## src/rtl/pcs_tx_pkg.sv

```systemverilog
package pcs_tx_pkg;
  localparam int GRP_W = 5;
  localparam int NIB_W = 4;

  typedef enum logic [1:0] {
    ENC_IDLE  = 2'd0,
    ENC_KPEND = 2'd1,
    ENC_DATA  = 2'd2,
    ENC_RPEND = 2'd3
  } enc_st_e;

  localparam logic [GRP_W-1:0] CG_IDLE = 5'b11111;
  localparam logic [GRP_W-1:0] CG_J    = 5'b11000;
  localparam logic [GRP_W-1:0] CG_K    = 5'b10001;
  localparam logic [GRP_W-1:0] CG_T    = 5'b01101;
  localparam logic [GRP_W-1:0] CG_R    = 5'b00111;

  // data nibble to code group
  function automatic logic [GRP_W-1:0] nib_to_group(input logic [NIB_W-1:0] n);
    logic [GRP_W-1:0] g;
    case (n)
      4'h0: g = 5'b11110;  4'h1: g = 5'b01001;
      4'h2: g = 5'b10100;  4'h3: g = 5'b10101;
      4'h4: g = 5'b01010;  4'h5: g = 5'b01011;
      4'h6: g = 5'b01110;  4'h7: g = 5'b01111;
      4'h8: g = 5'b10010;  4'h9: g = 5'b10011;
      4'hA: g = 5'b10110;  4'hB: g = 5'b10111;
      4'hC: g = 5'b11010;  4'hD: g = 5'b11011;
      4'hE: g = 5'b11100;  default: g = 5'b11101;
    endcase
    return g;
  endfunction
endpackage

```

## src/rtl/tx_group_encoder.sv

```systemverilog
module tx_group_encoder
  import pcs_tx_pkg::*;
(
  input  logic             clk,
  input  logic             rst_n,
  input  logic             bypass,
  input  logic             in_valid,
  output logic             in_ready,
  input  logic [NIB_W-1:0] in_data,
  output logic             ser_bit
);
  localparam int CNT_W = $clog2(GRP_W);
  localparam logic [CNT_W-1:0] LAST = CNT_W'(GRP_W - 1);

  logic [CNT_W-1:0] cnt;
  logic [GRP_W-1:0] sr;
  enc_st_e          st, nxt_st;
  logic [GRP_W-1:0] nxt_grp;
  logic             slot;

  assign slot     = (cnt == '0);
  assign in_ready = slot && (bypass || st != ENC_RPEND);
  assign ser_bit  = sr[GRP_W-1];

  always_comb begin
    nxt_st  = st;
    nxt_grp = CG_IDLE;
    if (bypass) begin
      nxt_st  = ENC_IDLE;
      nxt_grp = {in_valid, in_data};
    end else begin
      case (st)
        ENC_IDLE: begin
          nxt_grp = in_valid ? CG_J : CG_IDLE;
          nxt_st  = in_valid ? ENC_KPEND : ENC_IDLE;
        end
        ENC_KPEND: begin
          nxt_grp = in_valid ? CG_K : CG_T;
          nxt_st  = in_valid ? ENC_DATA : ENC_RPEND;
        end
        ENC_DATA: begin
          nxt_grp = in_valid ? nib_to_group(in_data) : CG_T;
          nxt_st  = in_valid ? ENC_DATA : ENC_RPEND;
        end
        default: begin
          nxt_grp = CG_R;
          nxt_st  = ENC_IDLE;
        end
      endcase
    end
  end

  always_ff @(posedge clk) begin
    if (!rst_n) begin
      cnt <= '0;
      st  <= ENC_IDLE;
      sr  <= CG_IDLE;
    end else begin
      cnt <= (cnt == LAST) ? '0 : cnt + 1'b1;
      if (slot) begin
        sr <= nxt_grp;
        st <= nxt_st;
      end else begin
        sr <= {sr[GRP_W-2:0], 1'b0};
      end
    end
  end


  ready_gap_chk: assert property (@(posedge clk) disable iff (!rst_n)
    in_ready |=> !in_ready);


  jk_order_chk: assert property (@(posedge clk) disable iff (!rst_n)
    (slot && !bypass && st == ENC_IDLE && in_valid) |=> (st == ENC_KPEND));


  r_to_idle_chk: assert property (@(posedge clk) disable iff (!rst_n)
    (slot && !bypass && st == ENC_RPEND) |=> (st == ENC_IDLE));
endmodule

```

## src/rtl/tx_scrambler.sv

```systemverilog
module tx_scrambler #(
  parameter int LFSR_W = 11,
  parameter int TAP    = 9,
  parameter int ADDR_W = 5
) (
  input  logic              clk,
  input  logic              rst_n,
  input  logic [ADDR_W-1:0] seed_addr,
  input  logic              bypass,
  input  logic              din,
  output logic              dout
);
  logic [LFSR_W-1:0] lfsr;
  logic [LFSR_W-1:0] seed;
  logic              key;

  // seed: bit 0 is 1, then the address, then its complement, repeating
  assign seed[0] = 1'b1;
  for (genvar i = 1; i < LFSR_W; i++) begin : g_seed
    if ((((i - 1) / ADDR_W) % 2) == 0) begin : g_true
      assign seed[i] = seed_addr[(i - 1) % ADDR_W];
    end else begin : g_inv
      assign seed[i] = ~seed_addr[(i - 1) % ADDR_W];
    end
  end

  assign key  = lfsr[LFSR_W-1] ^ lfsr[TAP-1];
  assign dout = bypass ? din : (din ^ key);

  always_ff @(posedge clk) begin
    if (!rst_n) lfsr <= seed;
    else        lfsr <= {lfsr[LFSR_W-2:0], key};
  end


  lfsr_live_chk: assert property (@(posedge clk) disable iff (!rst_n)
    lfsr != '0);
endmodule

```

## src/rtl/tx_nrzi.sv

```systemverilog
module tx_nrzi (
  input  logic clk,
  input  logic rst_n,
  input  logic bypass,
  input  logic din,
  output logic dout
);
  logic lvl;
  logic raw_q;

  always_ff @(posedge clk) begin
    if (!rst_n) begin
      lvl   <= 1'b0;
      raw_q <= 1'b0;
    end else begin
      lvl   <= lvl ^ din;
      raw_q <= din;
    end
  end

  assign dout = bypass ? raw_q : lvl;


  nrzi_toggle_chk: assert property (@(posedge clk) disable iff (!rst_n)
    ($past(rst_n) && lvl != $past(lvl)) |-> $past(din));
endmodule

```

## src/rtl/pcs_tx_chain.sv

```systemverilog
module pcs_tx_chain
  import pcs_tx_pkg::*;
#(
  parameter int ADDR_W = 5,
  parameter int LFSR_W = 11,
  parameter int TAP    = 9
) (
  input  logic              clk,
  input  logic              rst_n,
  input  logic [ADDR_W-1:0] phy_addr,
  input  logic              bypass_enc,
  input  logic              bypass_scr,
  input  logic              bypass_nrzi,
  input  logic              in_valid,
  output logic              in_ready,
  input  logic [NIB_W-1:0]  in_data,
  output logic              tx_bit
);
  logic nrz_bit;
  logic scr_bit;

  tx_group_encoder u_enc (
    .clk      (clk),
    .rst_n    (rst_n),
    .bypass   (bypass_enc),
    .in_valid (in_valid),
    .in_ready (in_ready),
    .in_data  (in_data),
    .ser_bit  (nrz_bit)
  );

  tx_scrambler #(.LFSR_W(LFSR_W), .TAP(TAP), .ADDR_W(ADDR_W)) u_scr (
    .clk       (clk),
    .rst_n     (rst_n),
    .seed_addr (phy_addr),
    .bypass    (bypass_scr),
    .din       (nrz_bit),
    .dout      (scr_bit)
  );

  tx_nrzi u_nrzi (
    .clk    (clk),
    .rst_n  (rst_n),
    .bypass (bypass_nrzi),
    .din    (scr_bit),
    .dout   (tx_bit)
  );
endmodule

```

## config.mk

```make
export PLATFORM = sky130hd
export DESIGN_NAME = pcs_tx_chain
export DESIGN_NICKNAME = d
export VERILOG_FILES = /design/src/rtl/pcs_tx_pkg.sv /design/src/rtl/tx_group_encoder.sv /design/src/rtl/tx_scrambler.sv /design/src/rtl/tx_nrzi.sv /design/src/rtl/pcs_tx_chain.sv
export SDC_FILE = /design/constraint.sdc
export NUM_CORES = 1
export LEC_CHECK = 0
export BUFFER_PORTS_ARGS = -buffer_cell sky130_fd_sc_hd__buf_2
export CELL_PAD_IN_SITES_DETAIL_PLACEMENT = 1
export CELL_PAD_IN_SITES_GLOBAL_PLACEMENT = 2
export CORE_ASPECT_RATIO = 0.8
export CORE_UTILIZATION = 30
export CTS_BUF_LIST = sky130_fd_sc_hd__clkbuf_16
export DETAILED_ROUTE_END_ITERATION = 16
export PLACE_DENSITY_LB_ADDON = 0.1
export SLEW_MARGIN = 15
export SYNTH_ARGS = -nofsm -noshare
export SYNTH_HDL_FRONTEND = slang
export SYNTH_HIERARCHICAL = 1
export SYNTH_SLANG_ARGS = --single-unit
```

## constraint.sdc

```tcl
create_clock -name clk -period 1.2 [get_ports clk]
set_input_delay 0.24 -clock clk [delete_from_list [all_inputs] [get_ports clk]]
set_output_delay 0.24 -clock clk [all_outputs]
set_load 0.005 [all_outputs]
```

==> results <==
- The run finished, with violations left.
- The final reports fail on negative setup slack.
- The synthesized design devotes to its leading area cell type 43.6% of total area.
- The fraction of registers with async set or reset after synthesis is 0%.
- The time the final worst path needs with I/O delays and setup is 1.31 ns.
- The sequential area share after synthesis is 43.6%.
- The global routing usage summed across all routing layers is 15.7%.
- Compared with the post-synthesis result, the final layout area differs by 46.0%.
- The number of diodes is 0.
- The cell taking the most area after synthesis is dfxtp_1.
- For this design the static power due to leakage is 0.000681 uW.
- The part of the total power dissipated in sequential elements is 42.3%.
- The via count of the first global-routing pass is 938.
- The layer with the highest usage is met2.
- In this run the number of H-tree levels came out at 1.
- Walking the worst path, the cells encountered are buf_6, ha_4, a21oi_2, buf_2.
- The kind of path behind the tightest hold check is primary input to register.
- Cells with a size suffix above 1 make up 48.0% of the layout.
- The first-pass GRT wire length is 4260 um.
- The final cell count without fillers is 192.
- The total standard cell area after synthesis is 0.00106 mm2.
- The element type at the critical path end is an output port.
- Summing all non-filler instances in the final layout gives an area of 0.00154 mm2.
- The initial DRC count is 16.
- The fraction of met2 tracks used by global routing is 25.7%.
- The die boundary height is 55.1 um.
- The type of element launching the critical path is a register.
- For this design the total switching power over the nets is 525 uW.
- The number of buffers inserted by hold repair at cts is 0.
- The count of maximum capacitance violations is 0.
- The buffer levels on the longest clock path is 2.
- The total placed cells including tap cells is 180.
- Yosys attributes the largest share of cell area to dfxtp_1 (44%), ha_1 (8.3%), mux2_2 (5.3%).
- By count the netlist is led by dfxtp_1 (23), nor2_1 (13), inv_1 (10).
- Synthesis produced a netlist with a net count of 137.
- The initial antenna violation count is 0.
- The maximum fanout along the worst path is 4.
- For the worst-skew pair, the clock arrives at the later sink with an insertion delay of 0.25 ns.
- The portion of total power attributed to the clock network is 33.4%.
- The number of flops mapped to enable cells by yosys is 0.
- Across all hold checks on the routed design, the worst slack comes to 0.156 ns.
- The TritonCTS clock tree is done.
- The number of different library cells in the post-synthesis netlist is 33.
- The actual slew at the worst max-slew pin is 0.368 ns.
- Data on the critical path arrives at its endpoint at 1.07 ns.
- The total power is 2120 uW.
- The routing usage on met1 is 19.7%.
- In the global route stage, met3 resource usage came out at 5.12%.
- In this run the cell area measured after placement is 0.00128 mm2.
- After detailed routing, the average wire length per cell comes to 13.6 um.
- The final HPWL from detailed placement is 1910 um.
- The master of the slowest instance on the critical path is dfxtp_2.
- Setup repair after global routing could not meet its margin everywhere.
- The final-report setup violation count is 4.
- Entering global routing, the biggest net connects 18 pins.
- The remaining design rule violation count is 0.
- The most frequently used cell type in the post-synthesis netlist is dfxtp_1.
- The weighted congestion reported at the end of routability-driven placement is 0.759.
- Clock-pin slew was measured on the worst setup and hold paths at 0.06 ns.
- The critical setup path kind is register to output port.
- The number of iterations in the first detailed-routing pass is 4.
- The design internal power is 1600 uW.
- Power spread over the standard cell area amounts to 1380 mW/mm2.
- The switching fraction of total power is 24.7%.
- Across all setup checks in the final design, the least slack found is -0.111 ns.
- The count of nets left with antenna violations once routing finished came out at 0.
- The number of pins exceeding their max-slew limit in the final report came to 0.
- The clock root buffer master is clkbuf_16.
- The placeable core area is 0.00322 mm2.
- The most used flip-flop cell after synthesis is dfxtp_1.
- For this run, the top clock speed supported by timing is 0.763 GHz.
- From left edge to right edge, the die measures 68.3 um.
- In this run the count of I/O pins placed on the die edge is 17.
- During placement, the flow inserted port buffers numbering 16.
- STA puts the critical path data required time at 0.96 ns.
- For this block, the via count after detailed routing is 914.
- In this run, CTS created clock tree buffers numbering 3.
- The final worst clock skew is 0.00223 ns.
- The number of warnings issued by yosys is 6.
- Combinational logic burns 24.3% of the power.
- The worst IR drop on VDD is 0.637 mV.
- The clock net in this run drives a total of 23 sinks.
- The mean instance size in the synthesized netlist is 9.18 um2.
- Measured against its own limit, the worst slew margin works out to 75.2%.
- The total die area is 0.00376 mm2.
- Counting every instance in the synthesized netlist gives 115.
- The number of failing hold endpoints at the final stage was 0.
- The flip-flop and latch count after synthesis is 23.
- The final critical path takes up 109% of the cycle.
- The floorplan has 18 rows.
- The final layout contains routed wiring with a total length of 2620 um.
- After detailed routing, the number of vias per cell comes to 4.76.
- The final layout net count is 175.
- For this run the aggregate overflow at the end of global routing stands at 0.
- The starting density of the core is 32.8%.
- The largest single stage delay on the critical path is 0.34 ns.
## sequential cells by signal, indices dropped and copies added (netlist names)
name / flops
u_nrzi/raw_q: 1
u_enc/st: 2
u_enc/sr: 5
u_enc/cnt: 3
u_scr/lfsr: 11
u_nrzi/lvl: 1
## metrics by stage
stage	setup slack (ns)	utilization (%)	setup TNS (ns)
5_1_grt	-0.159	47.9	-0.844
3_3_place_gp	-0.161	39.7	-0.588
3_5_place_dp	-0.163	39.7	-0.653
6_report	-0.111	47.9	-0.310
2_1_floorplan	-0.0127	-	-0.0127
4_1_cts	-0.117	46.5	-0.311
## kinds of logic after synthesis
group / after synthesis / synth area share (%)
DFF: 23 / 43.6
xor gates and xnor gates: 3 / 2.49
and+or+nand+nor: 32 / 14.2
adders and majority gates: 7 / 8.29
AOI/OAI and AO/OA: 28 / 16.0
buffers and inverters: 13 / 6.16
muxes: 9 / 9.24
## layout by cell type, fill, tap and decap left out, types with 5 or more instances in the layout
| cell type | synthesis | final |
|---|---|---|
| dfxtp_1 | 23 | 16 |
| inv_1 | 10 | 7 |
| nor2_1 | 13 | 11 |
| buf_2 | 1 | 15 |
| buf_4 | 0 | 16 |
| mux2_2 | 5 | 5 |
| dfxtp_2 | 0 | 6 |
| a21oi_1 | 6 | 5 |
| o21ai_0 | 9 | 7 |
| nand2_1 | 8 | 8 |
## metal layers
metal / share of wire, % / wire (um) / vias to the layer above
met3: 3.6 / 95 / 2
met5: 0 / 0 / -
met2: 46 / 1210 / 11
li1: - / - / 469
met1: 50 / 1300 / 432
met4: 0.46 / 12 / 0
## area by class of cell
type                       count  area [um2]
sequential                    23         472
clock buffer                   3        75.1
inverter                      10        37.5
tap                           40        50.0
timing repair buffer          36         260
multi-input combinational     79         642
clock inverter                 1        5.00
fill                         374        1680
## power groups by stage
stage	Combinational, uW	Clock [uW]	Sequential [uW]
3_5_place_dp	371	0	909
3_3_place_gp	365	0	905
4_1_cts	478	743	894
5_1_grt	568	770	909
2_1_floorplan	232	0	899
6_report	516	708	897
## repair_timing
item,CTS,global route
setup endpoints to repair,10,11
buffers inserted,6,2
resized for setup,21,8
pin swaps,9,5
## path summary, 6_finish.rpt
check / start / to / slack (ns) / depth (start not counted)
min reg2reg: u_scr/lfsr[9] / u_scr/lfsr[10] / 0.43 / 2
max reg2reg: u_enc/st[0] / u_enc/sr[2] / -0.09 / 6
max: u_enc/st[0] / in_ready / -0.11 / 4
min: phy_addr[4] / u_scr/lfsr[10] / 0.16 / 2
## worst max-delay path: cells and delay by family, from the launching register on
kind                       cells  cell delay, ns
DFF                            1            0.34
AOI/OAI and AO/OA              1            0.10
buffers and inverters          2            0.23
adders and majority gates      1            0.14
Power figures use the tool's default switching activity.
